`config.mk`:
```
export PLATFORM = sky130hd
export DESIGN_NAME = pmc_bank
export DESIGN_NICKNAME = d
export VERILOG_FILES = /design/src/rtl/pmc_pkg.sv /design/src/rtl/pmc_counter.sv /design/src/rtl/pmc_cfg.sv /design/src/rtl/pmc_ovf.sv /design/src/rtl/pmc_fastrd.sv /design/src/rtl/pmc_bank.sv
export SDC_FILE = /design/constraint.sdc
export NUM_CORES = 2
export LEC_CHECK = 0
export BUFFER_PORTS_ARGS = -buffer_cell sky130_fd_sc_hd__buf_2
export CAP_MARGIN = 0
export CORE_UTILIZATION = 35
export DETAILED_ROUTE_END_ITERATION = 8
export PLACE_DENSITY_LB_ADDON = 0.08
export SLEW_MARGIN = 20
export SYNTH_ARGS = -nofsm -noshare
export SYNTH_HDL_FRONTEND = slang
export SYNTH_SLANG_ARGS = --single-unit
```
`constraint.sdc`:
```
create_clock -name clk -period 5 [get_ports clk]
set_input_delay 0 -clock clk [delete_from_list [all_inputs] [get_ports clk]]
set_output_delay 0 -clock clk [all_outputs]
set_load 0.1 [all_outputs]
```
`src/rtl/pmc_pkg.sv`:
```
package pmc_pkg;
  localparam int unsigned REG_W   = 64;
  localparam int unsigned ADDR_W  = 8;
  localparam int unsigned FX_BASE = 32;
  localparam int unsigned FLD_W   = 4;

  // event-select bit positions
  localparam int unsigned ES_USR  = 16;
  localparam int unsigned ES_KRN  = 17;
  localparam int unsigned ES_INT  = 20;
  localparam int unsigned ES_RSVD = 21;
  localparam int unsigned ES_EN   = 22;

  // register groups (reg_addr[7:4]) and control slots (reg_addr[3:0])
  localparam logic [3:0] GRP_GP_CNT = 4'h0;
  localparam logic [3:0] GRP_GP_SEL = 4'h1;
  localparam logic [3:0] GRP_FX_CNT = 4'h2;
  localparam logic [3:0] GRP_CTRL   = 4'h3;
  localparam logic [3:0] SLOT_FXC   = 4'h0;
  localparam logic [3:0] SLOT_GCTL  = 4'h1;
  localparam logic [3:0] SLOT_STAT  = 4'h2;
  localparam logic [3:0] SLOT_CLR   = 4'h3;

  // bits of global control / status that have a counter behind them
  function automatic logic [REG_W-1:0] impl_mask(input int ngp, input int nfx);
    logic [REG_W-1:0] m;
    m = '0;
    for (int k = 0; k < ngp; k++) m[k] = 1'b1;
    for (int i = 0; i < nfx; i++) m[FX_BASE+i] = 1'b1;
    return m;
  endfunction

  // writable bits of the fixed-control register
  function automatic logic [REG_W-1:0] fxc_ok_mask(input int nfx);
    logic [REG_W-1:0] m;
    m = '0;
    for (int i = 0; i < nfx; i++) begin
      m[FLD_W*i+0] = 1'b1;
      m[FLD_W*i+1] = 1'b1;
      m[FLD_W*i+3] = 1'b1;
    end
    return m;
  endfunction
endpackage

```
`src/rtl/pmc_counter.sv`:
```
module pmc_counter #(
  parameter int unsigned CNT_W = 48
) (
  input  logic             clk,
  input  logic             rst_n,
  input  logic             wr_en,
  input  logic [CNT_W-1:0] wr_val,
  input  logic             cnt_usr,
  input  logic             cnt_krn,
  input  logic             int_en,
  input  logic             rearm,
  output logic [CNT_W-1:0] cnt_q,
  output logic             wrap,
  output logic             fire
);
  logic [CNT_W-1:0] base;
  logic [1:0]       inc;
  logic [CNT_W:0]   sum;
  logic [CNT_W-1:0] cnt_d;
  logic             cnt_ce;
  logic             fired_q, fired_d, fired_live, fired_ce;

  always_comb begin
    base       = wr_en ? wr_val : cnt_q;
    inc        = {1'b0, cnt_usr} + {1'b0, cnt_krn};
    sum        = {1'b0, base} + {{(CNT_W-1){1'b0}}, inc};
    cnt_d      = sum[CNT_W-1:0];
    wrap       = sum[CNT_W];
    cnt_ce     = wr_en | cnt_usr | cnt_krn;
    fired_live = fired_q & ~rearm;
    fire       = wrap & int_en & ~fired_live;
    fired_d    = fired_live | fire;
    fired_ce   = rearm | fire;
  end

  always_ff @(posedge clk or negedge rst_n) begin
    if (!rst_n) begin
      cnt_q   <= '0;
      fired_q <= 1'b0;
    end else begin
      if (cnt_ce)   cnt_q   <= cnt_d;
      if (fired_ce) fired_q <= fired_d;
    end
  end
endmodule

```
`src/rtl/pmc_cfg.sv`:
```
module pmc_cfg
  import pmc_pkg::*;
#(
  parameter int unsigned N_GP  = 4,
  parameter int unsigned N_FX  = 3,
  parameter int unsigned CNT_W = 48
) (
  input  logic                        clk,
  input  logic                        rst_n,
  input  logic                        wr_en,
  input  logic                        rd_en,
  input  logic [ADDR_W-1:0]           addr,
  input  logic [REG_W-1:0]            wdata,
  input  logic [N_GP-1:0][CNT_W-1:0]  gp_cnt,
  input  logic [N_FX-1:0][CNT_W-1:0]  fx_cnt,
  input  logic [REG_W-1:0]            status,
  output logic [REG_W-1:0]            rdata,
  output logic                        err,
  output logic [N_GP-1:0]             gp_wr,
  output logic [N_FX-1:0]             fx_wr,
  output logic [CNT_W-1:0]            cnt_wval,
  output logic                        clr_en,
  output logic [REG_W-1:0]            clr_val,
  output logic [N_GP-1:0]             gp_en_usr,
  output logic [N_GP-1:0]             gp_en_krn,
  output logic [N_GP-1:0]             gp_int,
  output logic [N_GP-1:0]             gp_rearm,
  output logic [N_FX-1:0]             fx_en_usr,
  output logic [N_FX-1:0]             fx_en_krn,
  output logic [N_FX-1:0]             fx_int,
  output logic [N_FX-1:0]             fx_rearm
);
  localparam int unsigned FXC_W = FLD_W * N_FX;
  localparam logic [REG_W-1:0] GMASK  = impl_mask(N_GP, N_FX);
  localparam logic [REG_W-1:0] FXC_OK = fxc_ok_mask(N_FX);
  localparam logic [REG_W-1:0] CLR_OK = GMASK | {2'b11, {(REG_W-2){1'b0}}};

  logic [N_GP-1:0][31:0] sel_q, sel_d;
  logic [FXC_W-1:0]      fxc_q, fxc_d;
  logic [REG_W-1:0]      gctl_q, gctl_d;
  logic [REG_W-1:0]      clr_q, clr_d;

  logic [3:0]      grp, idx;
  logic            rd_bad, wr_bad, acc;
  logic [N_GP-1:0] gp_hit, sel_hit;
  logic [N_FX-1:0] fx_hit;
  logic            fxc_hit, gctl_hit, clr_hit;
  logic            sel_ce, fxc_ce, gctl_ce, clr_ce;

  assign grp = addr[7:4];
  assign idx = addr[3:0];

  // address decode, legality and read mux
  always_comb begin
    rdata    = '0;
    rd_bad   = 1'b1;
    wr_bad   = 1'b1;
    gp_hit   = '0;
    sel_hit  = '0;
    fx_hit   = '0;
    fxc_hit  = 1'b0;
    gctl_hit = 1'b0;
    clr_hit  = 1'b0;
    case (grp)
      GRP_GP_CNT: begin
        for (int k = 0; k < N_GP; k++) begin
          if (idx == 4'(k)) begin
            rdata     = REG_W'(gp_cnt[k]);
            rd_bad    = 1'b0;
            wr_bad    = 1'b0;
            gp_hit[k] = 1'b1;
          end
        end
      end
      GRP_GP_SEL: begin
        for (int k = 0; k < N_GP; k++) begin
          if (idx == 4'(k)) begin
            rdata      = REG_W'(sel_q[k]);
            rd_bad     = 1'b0;
            wr_bad     = (|wdata[63:32]) | wdata[ES_RSVD];
            sel_hit[k] = 1'b1;
          end
        end
      end
      GRP_FX_CNT: begin
        for (int i = 0; i < N_FX; i++) begin
          if (idx == 4'(i)) begin
            rdata     = REG_W'(fx_cnt[i]);
            rd_bad    = 1'b0;
            wr_bad    = 1'b0;
            fx_hit[i] = 1'b1;
          end
        end
      end
      GRP_CTRL: begin
        case (idx)
          SLOT_FXC: begin
            rdata   = REG_W'(fxc_q);
            rd_bad  = 1'b0;
            wr_bad  = |(wdata & ~FXC_OK);
            fxc_hit = 1'b1;
          end
          SLOT_GCTL: begin
            rdata    = gctl_q;
            rd_bad   = 1'b0;
            wr_bad   = |(wdata & ~GMASK);
            gctl_hit = 1'b1;
          end
          SLOT_STAT: begin
            rdata  = status;
            rd_bad = 1'b0;
          end
          SLOT_CLR: begin
            rdata   = clr_q;
            rd_bad  = 1'b0;
            wr_bad  = |(wdata & ~CLR_OK);
            clr_hit = 1'b1;
          end
          default: ;
        endcase
      end
      default: ;
    endcase
  end

  assign acc      = wr_en & ~wr_bad;
  assign err      = wr_en ? wr_bad : (rd_en & rd_bad);
  assign gp_wr    = gp_hit & {N_GP{acc}};
  assign fx_wr    = fx_hit & {N_FX{acc}};
  assign cnt_wval = CNT_W'({{32{wdata[31]}}, wdata[31:0]});
  assign clr_en   = acc & clr_hit;
  assign clr_val  = wdata;

  // next state and reprogram strobes
  always_comb begin
    sel_d  = sel_q;
    fxc_d  = fxc_q;
    gctl_d = gctl_q;
    clr_d  = clr_q;
    sel_ce  = acc & (|sel_hit);
    fxc_ce  = acc & fxc_hit;
    gctl_ce = acc & gctl_hit;
    clr_ce  = acc & clr_hit;
    for (int k = 0; k < N_GP; k++) begin
      if (sel_hit[k]) sel_d[k] = wdata[31:0];
      gp_rearm[k] = (acc & sel_hit[k]) | (gctl_ce & (gctl_q[k] ^ wdata[k]));
    end
    fxc_d  = wdata[FXC_W-1:0];
    gctl_d = wdata;
    clr_d  = wdata;
    for (int i = 0; i < N_FX; i++) begin
      fx_rearm[i] = (fxc_ce & (fxc_q[FLD_W*i +: FLD_W] != wdata[FLD_W*i +: FLD_W]))
                  | (gctl_ce & (gctl_q[FX_BASE+i] ^ wdata[FX_BASE+i]));
    end
  end

  always_ff @(posedge clk or negedge rst_n) begin
    if (!rst_n) begin
      sel_q  <= '0;
      fxc_q  <= '0;
      gctl_q <= '0;
      clr_q  <= '0;
    end else begin
      if (sel_ce)  sel_q  <= sel_d;
      if (fxc_ce)  fxc_q  <= fxc_d;
      if (gctl_ce) gctl_q <= gctl_d;
      if (clr_ce)  clr_q  <= clr_d;
    end
  end

  // local and global enables combined
  always_comb begin
    for (int k = 0; k < N_GP; k++) begin
      gp_en_usr[k] = sel_q[k][ES_EN] & sel_q[k][ES_USR] & gctl_q[k];
      gp_en_krn[k] = sel_q[k][ES_EN] & sel_q[k][ES_KRN] & gctl_q[k];
      gp_int[k]    = sel_q[k][ES_INT];
    end
    for (int i = 0; i < N_FX; i++) begin
      fx_en_krn[i] = fxc_q[FLD_W*i+0] & gctl_q[FX_BASE+i];
      fx_en_usr[i] = fxc_q[FLD_W*i+1] & gctl_q[FX_BASE+i];
      fx_int[i]    = fxc_q[FLD_W*i+3];
    end
  end
endmodule

```
`src/rtl/pmc_ovf.sv`:
```
module pmc_ovf
  import pmc_pkg::*;
#(
  parameter int unsigned N_GP = 4,
  parameter int unsigned N_FX = 3
) (
  input  logic             clk,
  input  logic             rst_n,
  input  logic [N_GP-1:0]  gp_wrap,
  input  logic [N_FX-1:0]  fx_wrap,
  input  logic [N_GP-1:0]  gp_fire,
  input  logic [N_FX-1:0]  fx_fire,
  input  logic             clr_en,
  input  logic [REG_W-1:0] clr_val,
  output logic [REG_W-1:0] status,
  output logic             irq
);
  logic [REG_W-1:0] status_q, status_d, set_vec, clr_mask;
  logic             irq_q, irq_d;

  always_comb begin
    set_vec = '0;
    for (int k = 0; k < N_GP; k++) set_vec[k] = gp_wrap[k];
    for (int i = 0; i < N_FX; i++) set_vec[FX_BASE+i] = fx_wrap[i];
    clr_mask = clr_en ? clr_val : '0;
    // a new wrap in the clearing cycle wins over the clear
    status_d = (status_q & ~clr_mask) | set_vec;
    irq_d    = (|gp_fire) | (|fx_fire);
  end

  always_ff @(posedge clk or negedge rst_n) begin
    if (!rst_n) begin
      status_q <= '0;
      irq_q    <= 1'b0;
    end else begin
      status_q <= status_d;
      irq_q    <= irq_d;
    end
  end

  assign status = status_q;
  assign irq    = irq_q;
endmodule

```
`src/rtl/pmc_fastrd.sv`:
```
module pmc_fastrd
  import pmc_pkg::*;
#(
  parameter int unsigned N_GP  = 4,
  parameter int unsigned N_FX  = 3,
  parameter int unsigned CNT_W = 48
) (
  input  logic [31:0]                idx,
  input  logic [N_GP-1:0][CNT_W-1:0] gp_cnt,
  input  logic [N_FX-1:0][CNT_W-1:0] fx_cnt,
  output logic [REG_W-1:0]           data,
  output logic                       err
);
  logic [REG_W-1:0] val;

  always_comb begin
    val = '0;
    err = 1'b1;
    if (idx[30]) begin
      for (int i = 0; i < N_FX; i++) begin
        if (idx[29:0] == 30'(i)) begin
          val = REG_W'(fx_cnt[i]);
          err = 1'b0;
        end
      end
    end else begin
      for (int k = 0; k < N_GP; k++) begin
        if (idx[29:0] == 30'(k)) begin
          val = REG_W'(gp_cnt[k]);
          err = 1'b0;
        end
      end
    end
    if (err)          data = '0;
    else if (idx[31]) data = {32'b0, val[31:0]};
    else              data = val;
  end
endmodule

```
`src/rtl/pmc_bank.sv`:
```
module pmc_bank
  import pmc_pkg::*;
#(
  parameter int unsigned N_GP  = 4,
  parameter int unsigned N_FX  = 3,
  parameter int unsigned CNT_W = 48
) (
  input  logic              clk,
  input  logic              rst_n,
  input  logic              reg_wr_en,
  input  logic              reg_rd_en,
  input  logic [7:0]        reg_addr,
  input  logic [63:0]       reg_wdata,
  output logic [63:0]       reg_rdata,
  output logic              reg_err,
  input  logic [N_GP-1:0]   gp_evt_usr,
  input  logic [N_GP-1:0]   gp_evt_krn,
  input  logic [N_FX-1:0]   fx_evt_usr,
  input  logic [N_FX-1:0]   fx_evt_krn,
  input  logic [31:0]       fr_idx,
  output logic [63:0]       fr_data,
  output logic              fr_err,
  output logic [63:0]       ovf_status,
  output logic              irq
);
  logic [N_GP-1:0][CNT_W-1:0] gp_cnt;
  logic [N_FX-1:0][CNT_W-1:0] fx_cnt;
  logic [N_GP-1:0] gp_wr, gp_en_usr, gp_en_krn, gp_int, gp_rearm, gp_wrap, gp_fire;
  logic [N_FX-1:0] fx_wr, fx_en_usr, fx_en_krn, fx_int, fx_rearm, fx_wrap, fx_fire;
  logic [CNT_W-1:0] cnt_wval;
  logic             clr_en;
  logic [REG_W-1:0] clr_val;

  pmc_cfg #(.N_GP(N_GP), .N_FX(N_FX), .CNT_W(CNT_W)) u_cfg (
    .clk(clk), .rst_n(rst_n), .wr_en(reg_wr_en), .rd_en(reg_rd_en),
    .addr(reg_addr), .wdata(reg_wdata), .gp_cnt(gp_cnt), .fx_cnt(fx_cnt),
    .status(ovf_status), .rdata(reg_rdata), .err(reg_err),
    .gp_wr(gp_wr), .fx_wr(fx_wr), .cnt_wval(cnt_wval),
    .clr_en(clr_en), .clr_val(clr_val),
    .gp_en_usr(gp_en_usr), .gp_en_krn(gp_en_krn), .gp_int(gp_int), .gp_rearm(gp_rearm),
    .fx_en_usr(fx_en_usr), .fx_en_krn(fx_en_krn), .fx_int(fx_int), .fx_rearm(fx_rearm)
  );

  for (genvar k = 0; k < N_GP; k++) begin : g_gp
    pmc_counter #(.CNT_W(CNT_W)) u_cnt (
      .clk(clk), .rst_n(rst_n), .wr_en(gp_wr[k]), .wr_val(cnt_wval),
      .cnt_usr(gp_evt_usr[k] & gp_en_usr[k]), .cnt_krn(gp_evt_krn[k] & gp_en_krn[k]),
      .int_en(gp_int[k]), .rearm(gp_rearm[k]),
      .cnt_q(gp_cnt[k]), .wrap(gp_wrap[k]), .fire(gp_fire[k])
    );
  end

  for (genvar i = 0; i < N_FX; i++) begin : g_fx
    pmc_counter #(.CNT_W(CNT_W)) u_cnt (
      .clk(clk), .rst_n(rst_n), .wr_en(fx_wr[i]), .wr_val(cnt_wval),
      .cnt_usr(fx_evt_usr[i] & fx_en_usr[i]), .cnt_krn(fx_evt_krn[i] & fx_en_krn[i]),
      .int_en(fx_int[i]), .rearm(fx_rearm[i]),
      .cnt_q(fx_cnt[i]), .wrap(fx_wrap[i]), .fire(fx_fire[i])
    );
  end

  pmc_ovf #(.N_GP(N_GP), .N_FX(N_FX)) u_ovf (
    .clk(clk), .rst_n(rst_n), .gp_wrap(gp_wrap), .fx_wrap(fx_wrap),
    .gp_fire(gp_fire), .fx_fire(fx_fire), .clr_en(clr_en), .clr_val(clr_val),
    .status(ovf_status), .irq(irq)
  );

  pmc_fastrd #(.N_GP(N_GP), .N_FX(N_FX), .CNT_W(CNT_W)) u_fastrd (
    .idx(fr_idx), .gp_cnt(gp_cnt), .fx_cnt(fx_cnt), .data(fr_data), .err(fr_err)
  );
endmodule

```
==> run summary <==
POWER
----------------------------------------------------------------------------------------
Power Dens Cells                                                            264.5 mW/mm²
Share of power burned in registers                                                 41.1%
Worst supply voltage drop on vdd                                               0.2147 mV
Share of total power in combinational logic                                         9.4%
Leakage dissipation                                                           0.02237 µW
Int Pwr                                                                         10040 µW
Net switching power                                                              3957 µW
Clk network pwr share                                                              49.5%
Net switching share of the total power                                            28.27%

SETUP PATH
----------------------------------------------------------------------------------------
CP Data Arrival Time                                                             5.29 ns
Largest fanout of any net on the critical path                                        17
Crit path capture type                                                          register
Terminus of the critical flop-to-flop path                                  g_gp[2].u_cnt.cnt_q[44]$_DFFE_PN0P_
Worst R2R Path Depth                                                                  12
Required time at the worst-slack endpoint                                        5.59 ns
Worst path slowest cell                                                         a211oi_2
Type of the worst setup path                                                      in2reg
Largest stage delay on the critical path                                         0.76 ns
Kind of launch point of the worst setup path                                primary input
Category of cells accounting for the largest share of critical-path delay   simple AND/OR/NAND/NOR gates
Critical path buffer and inverter count                                                4
Reg-to-reg slack, setup                                                          0.84 ns
Cells along the critical path                                               dlygate4sd3_1 -> buf_2 -> nor4_4 -> dlygate4sd3_1 -> nand3_4 -> nor2_1 -> a21oi_1 -> fa_1 -> inv_1 -> ha_1 -> nand2_1 -> nor4_1 -> nand4_1 -> a211oi_2 -> a31oi_1 -> o21ai_0 -> o31a_1 -> nand2_1
Number of cells on the critical path                                                  18
Launch point of the worst reg-to-reg path                                   u_cfg.gctl_q[2]$_DFFE_PN0P_

PLACE
----------------------------------------------------------------------------------------
Post-placement setup slack                                                     0.4715 ns
Final HPWL DP                                                                  175500 µm
Cell area reported after detailed placement                                  0.04921 mm²
IO buf count                                                                         300
Placer's final routability congestion estimate                                     1.021

FLOORPLAN
----------------------------------------------------------------------------------------
Die H                                                                           362.7 µm
Total core area                                                               0.1283 mm²
Cell row count                                                                       131
Die Wd                                                                          362.7 µm
Area enclosed by the die boundary                                             0.1316 mm²
Starting density of the core                                                      35.49%
I/O pin count                                                                        317

CLOCK TREE
----------------------------------------------------------------------------------------
Number of buffers on the longest clock path                                            3
CTS Hold Buffers Added                                                                60
Maximum level of the CTS H-tree                                                        3
CTS resizes                                                                            0
Clk Tree Root Cell                                                             clkbuf_16
Total number of clock tree sinks                                                     676
CTS tree                                                                           built
Clock-pin slew on the worst setup and hold paths                                 0.06 ns
Postcts setup bufs                                                                     0
Clk_lat worst skew                                                               0.72 ns
Number of buffers created by CTS                                                      87

LOGIC SYNTHESIS
----------------------------------------------------------------------------------------
Fraction of synthesized cell area in xor and xnor cells                           9.422%
Synthesized-area fraction occupied by ao, oa, aoi and oai cells                   13.31%
Number of flops mapped to enable cells by yosys                                        0
Post-synthesis area per instance                                               8.702 µm²
Yosys synthesis warning count                                                          0
Flip-flop and latch count after synthesis                                            676
Largest family of logic cells by synthesized area                           simple AND/OR/NAND/NOR gates
Simple-Gate Fraction of Synth Area                                                22.51%
Multiplexer share of the synthesized area                                         12.70%
Flip-flop cell with the highest count after synthesis                            dfrtp_1
Summed instance area of the synthesized netlist                              0.04555 mm²
Async S/R FF share, synth                                                         100.0%
Synth Area in Adders                                                             0.5000%
Yosys cell types                                                                      98
Register area share after synthesis                                               37.14%
Cells after synthesis                                                               5234

GLOBAL ROUTE
----------------------------------------------------------------------------------------
GRT Overall Usage                                                                 34.70%
Number of global-route vias before repair                                          41480
First-pass GRT wire length                                                     326500 µm
Initial antenna violation count                                                        8
Maximum number of pins on one net before global-route repair                         129
Global route total overflow                                                            0

CELLS AND AREA
----------------------------------------------------------------------------------------
Cell area after layout                                                       0.05293 mm²
Fill cell total of the finished layout                                             12870
Layout overhead on the synthesized area                                           16.21%
Net count, final                                                                    5558
Fraction of final layout cells sized beyond drive strength 1                      18.93%
Core occupancy in the finished layout                                             41.24%

RUN
----------------------------------------------------------------------------------------
Number of max-capacitance violations reported                                          0

STA
----------------------------------------------------------------------------------------
Clock Skews                                                                   0.02113 ns
Post-route setup TNS                                                                0 ns
Max-slew violation count                                                               0
Final setup vio count                                                                  0
Final period utilization                                                          93.95%
Setup slack after layout                                                       0.3024 ns
Worst rel slew slack                                                              21.40%
Fmax                                                                           212.9 MHz
Final Hold Slack                                                              0.04843 ns
Total count of hold-check failures in the final report                                 0
Setup repair after global routing missed its margin                                false
Final period demand of the worst path                                           4.698 ns
Transition time at the pin with the least slew margin                           1.170 ns

DRT
----------------------------------------------------------------------------------------
Iteration-0 DRC Markers                                                             5018
Routed via count                                                                   43770
Vias per inst                                                                      6.063
Post-Route WL                                                                  232700 µm
Number of detailed-routing iterations run before antenna repair                        6
Count of antenna-violating nets left after detailed routing                            0
Avg WL per Cell                                                                 32.23 µm
Post-route DRC violation count                                                         0

WORST HOLD PATH
----------------------------------------------------------------------------------------
Hold-critical path endpoint                                                 g_fx[0].u_cnt.cnt_q[0]$_DFFE_PN0P_
Worst hold path startpoint                                                  fx_evt_usr[0]
Hold crit path type                                                               in2reg
Instance count along the most critical hold path                                       4

OUTCOME
----------------------------------------------------------------------------------------
Outcome                                                                     finished clean

==> stage by stage <==
step / instances / power, µW
2_1_floorplan: 5249 / 6434
6_report: 7220 / 14000
5_1_grt: 7218 / 14340
4_1_cts: 7218 / 14080
3_5_place_dp: 7002 / 7102
3_3_place_gp: 7002 / 7104
==> cell usage after synthesis, drive strengths merged, types with 13 or more instances <==
library cell	n	share of area (%)
a31oi	39	0.54
nor4	82	1.2
nor3	156	1.8
and3	79	1.1
or2	21	0.29
nor4b	16	0.37
o221ai	50	0.96
a211oi	34	0.57
mux2	249	6.2
nand2	544	4.5
o22ai	88	1.2
o31ai	14	0.24
nand4	159	2.2
and2	156	2.1
a22oi	57	0.94
xor2	211	4.1
mux2i	156	3.4
o21ai	342	3.8
dfrtp	676	37
xnor2	279	5.4
nor2	527	4.4
or4	20	0.34
clkbuf	357	2.9
buf	122	1.2
mux4	63	3.1
nor3b	14	0.24
or3	18	0.26
o32ai	17	0.33
nor2b	13	0.18
and4	38	0.73
o211ai	38	0.64
a21oi	215	2.4
nand3	218	2.4
inv	29	0.24
==> final cells by class <==
cell class                      instances  area (µm²)  share of cell area (%)
Clock buffer                          114        2409                   4.551
Tap cell                             1729        2163                   4.087
Inverter                               32       120.1                  0.2269
Multi-Input combinational cell       4062       26870                   50.77
Antenna cell                            2       5.005                0.009456
Clock inverter                         42       676.9                   1.279
Timing Repair Buffer                  563        3767                   7.118
Sequential cell                       676       16920                   31.96
==> flip-flops by register name (all words and copies together) (netlist names) <==
signal / count
g_gp.u_cnt.cnt_q: 192
g_fx.u_cnt.cnt_q: 144
u_cfg.sel_q: 124
u_cfg.clr_q: 64
u_cfg.gctl_q: 64
u_ovf.status: 64
u_cfg.fxc_q: 12
g_gp.u_cnt.fired_q: 4
u_cfg.gp_int: 4
g_fx.u_cnt.fired_q: 3
u_ovf.irq: 1
==> kinds of logic after synthesis <==
logic type / after synthesis
multiplexers: 468
adder cells (fa/ha/maj): 14
AND/OR/NAND/NOR: 2088
other: 1
flip-flops: 676
buffers and inverters: 511
XOR/XNOR: 490
AO/OA/AOI/OAI: 986
==> layer usage <==
| layer | wire (µm) | track usage, % | vias up |
|---|---|---|---|
| met2 | 100900 | 52.36 | 2249 |
| li1 | - | - | 19110 |
| met5 | 64 | 0 | - |
| met3 | 18950 | 6.885 | 479 |
| met4 | 15440 | 19.69 | 8 |
| met1 | 97340 | 46.20 | 21930 |
==> worst register-to-register path, stage by stage, from the launching register on <==
cell	delay, ns
dfrtp_1	0.50
nand4_1	0.30
fa_1	0.62
inv_1	0.16
ha_1	0.18
inv_1	0.05
or4_1	0.52
mux2i_1	0.52
o211ai_1	0.41
nor3_1	0.40
nand3_1	0.14
xor2_1	0.15
o21ai_0	0.15
==> power groups by stage <==
stage	clock network (µW)	registers [µW]	logic [µW]
after floorplan	0	5740	689
after global placement	0	5840	1260
after detailed placement	0	5840	1260
after CTS	7040	5740	1300
after global routing	7220	5750	1370
final	6940	5750	1310
==> cell usage in the layout (no fill, tap or decap), drive strengths merged, types with 16 or more instances in the layout <==
master | synthesis | layout
mux2 | 249 | 249
nor2 | 527 | 527
or3 | 18 | 18
or2 | 21 | 21
xor2 | 211 | 211
clkbuf | 357 | 116
or4 | 20 | 20
o21ai | 342 | 342
inv | 29 | 31
o211ai | 38 | 38
and2 | 156 | 156
nor4b | 16 | 16
nor3 | 156 | 156
nand2 | 544 | 544
a31oi | 39 | 39
dfrtp | 676 | 676
nand3 | 218 | 218
and4 | 38 | 38
clkinv | 3 | 21
mux4 | 63 | 63
a22oi | 57 | 57
o221ai | 50 | 50
and3 | 79 | 79
nor4 | 82 | 82
o22ai | 88 | 88
dlygate4sd3 | 0 | 59
xnor2 | 279 | 279
o32ai | 17 | 17
buf | 122 | 502
conb | 1 | 16
mux2i | 156 | 156
a21oi | 215 | 215
a211oi | 34 | 34
nand4 | 159 | 159
==> how the worst max path moves through the flow <==
stage	startpoint	to	slack, ns
floorplan	reg_addr[5]	g_gp[0].u_cnt.cnt_q[44]$_DFFE_PN0P_	0.22
global placement	reg_wdata[15]	u_ovf.status[0]$_DFF_PN0_	0.51
detailed placement	reg_wdata[21]	u_ovf.irq$_DFF_PN0_	0.47
CTS	reg_addr[6]	g_gp[0].u_cnt.cnt_q[44]$_DFFE_PN0P_	0.46
global route	reg_addr[6]	g_gp[0].u_cnt.cnt_q[44]$_DFFE_PN0P_	0.002
finish	reg_addr[6]	g_gp[0].u_cnt.cnt_q[44]$_DFFE_PN0P_	0.30
Power figures use the tool's default switching activity.
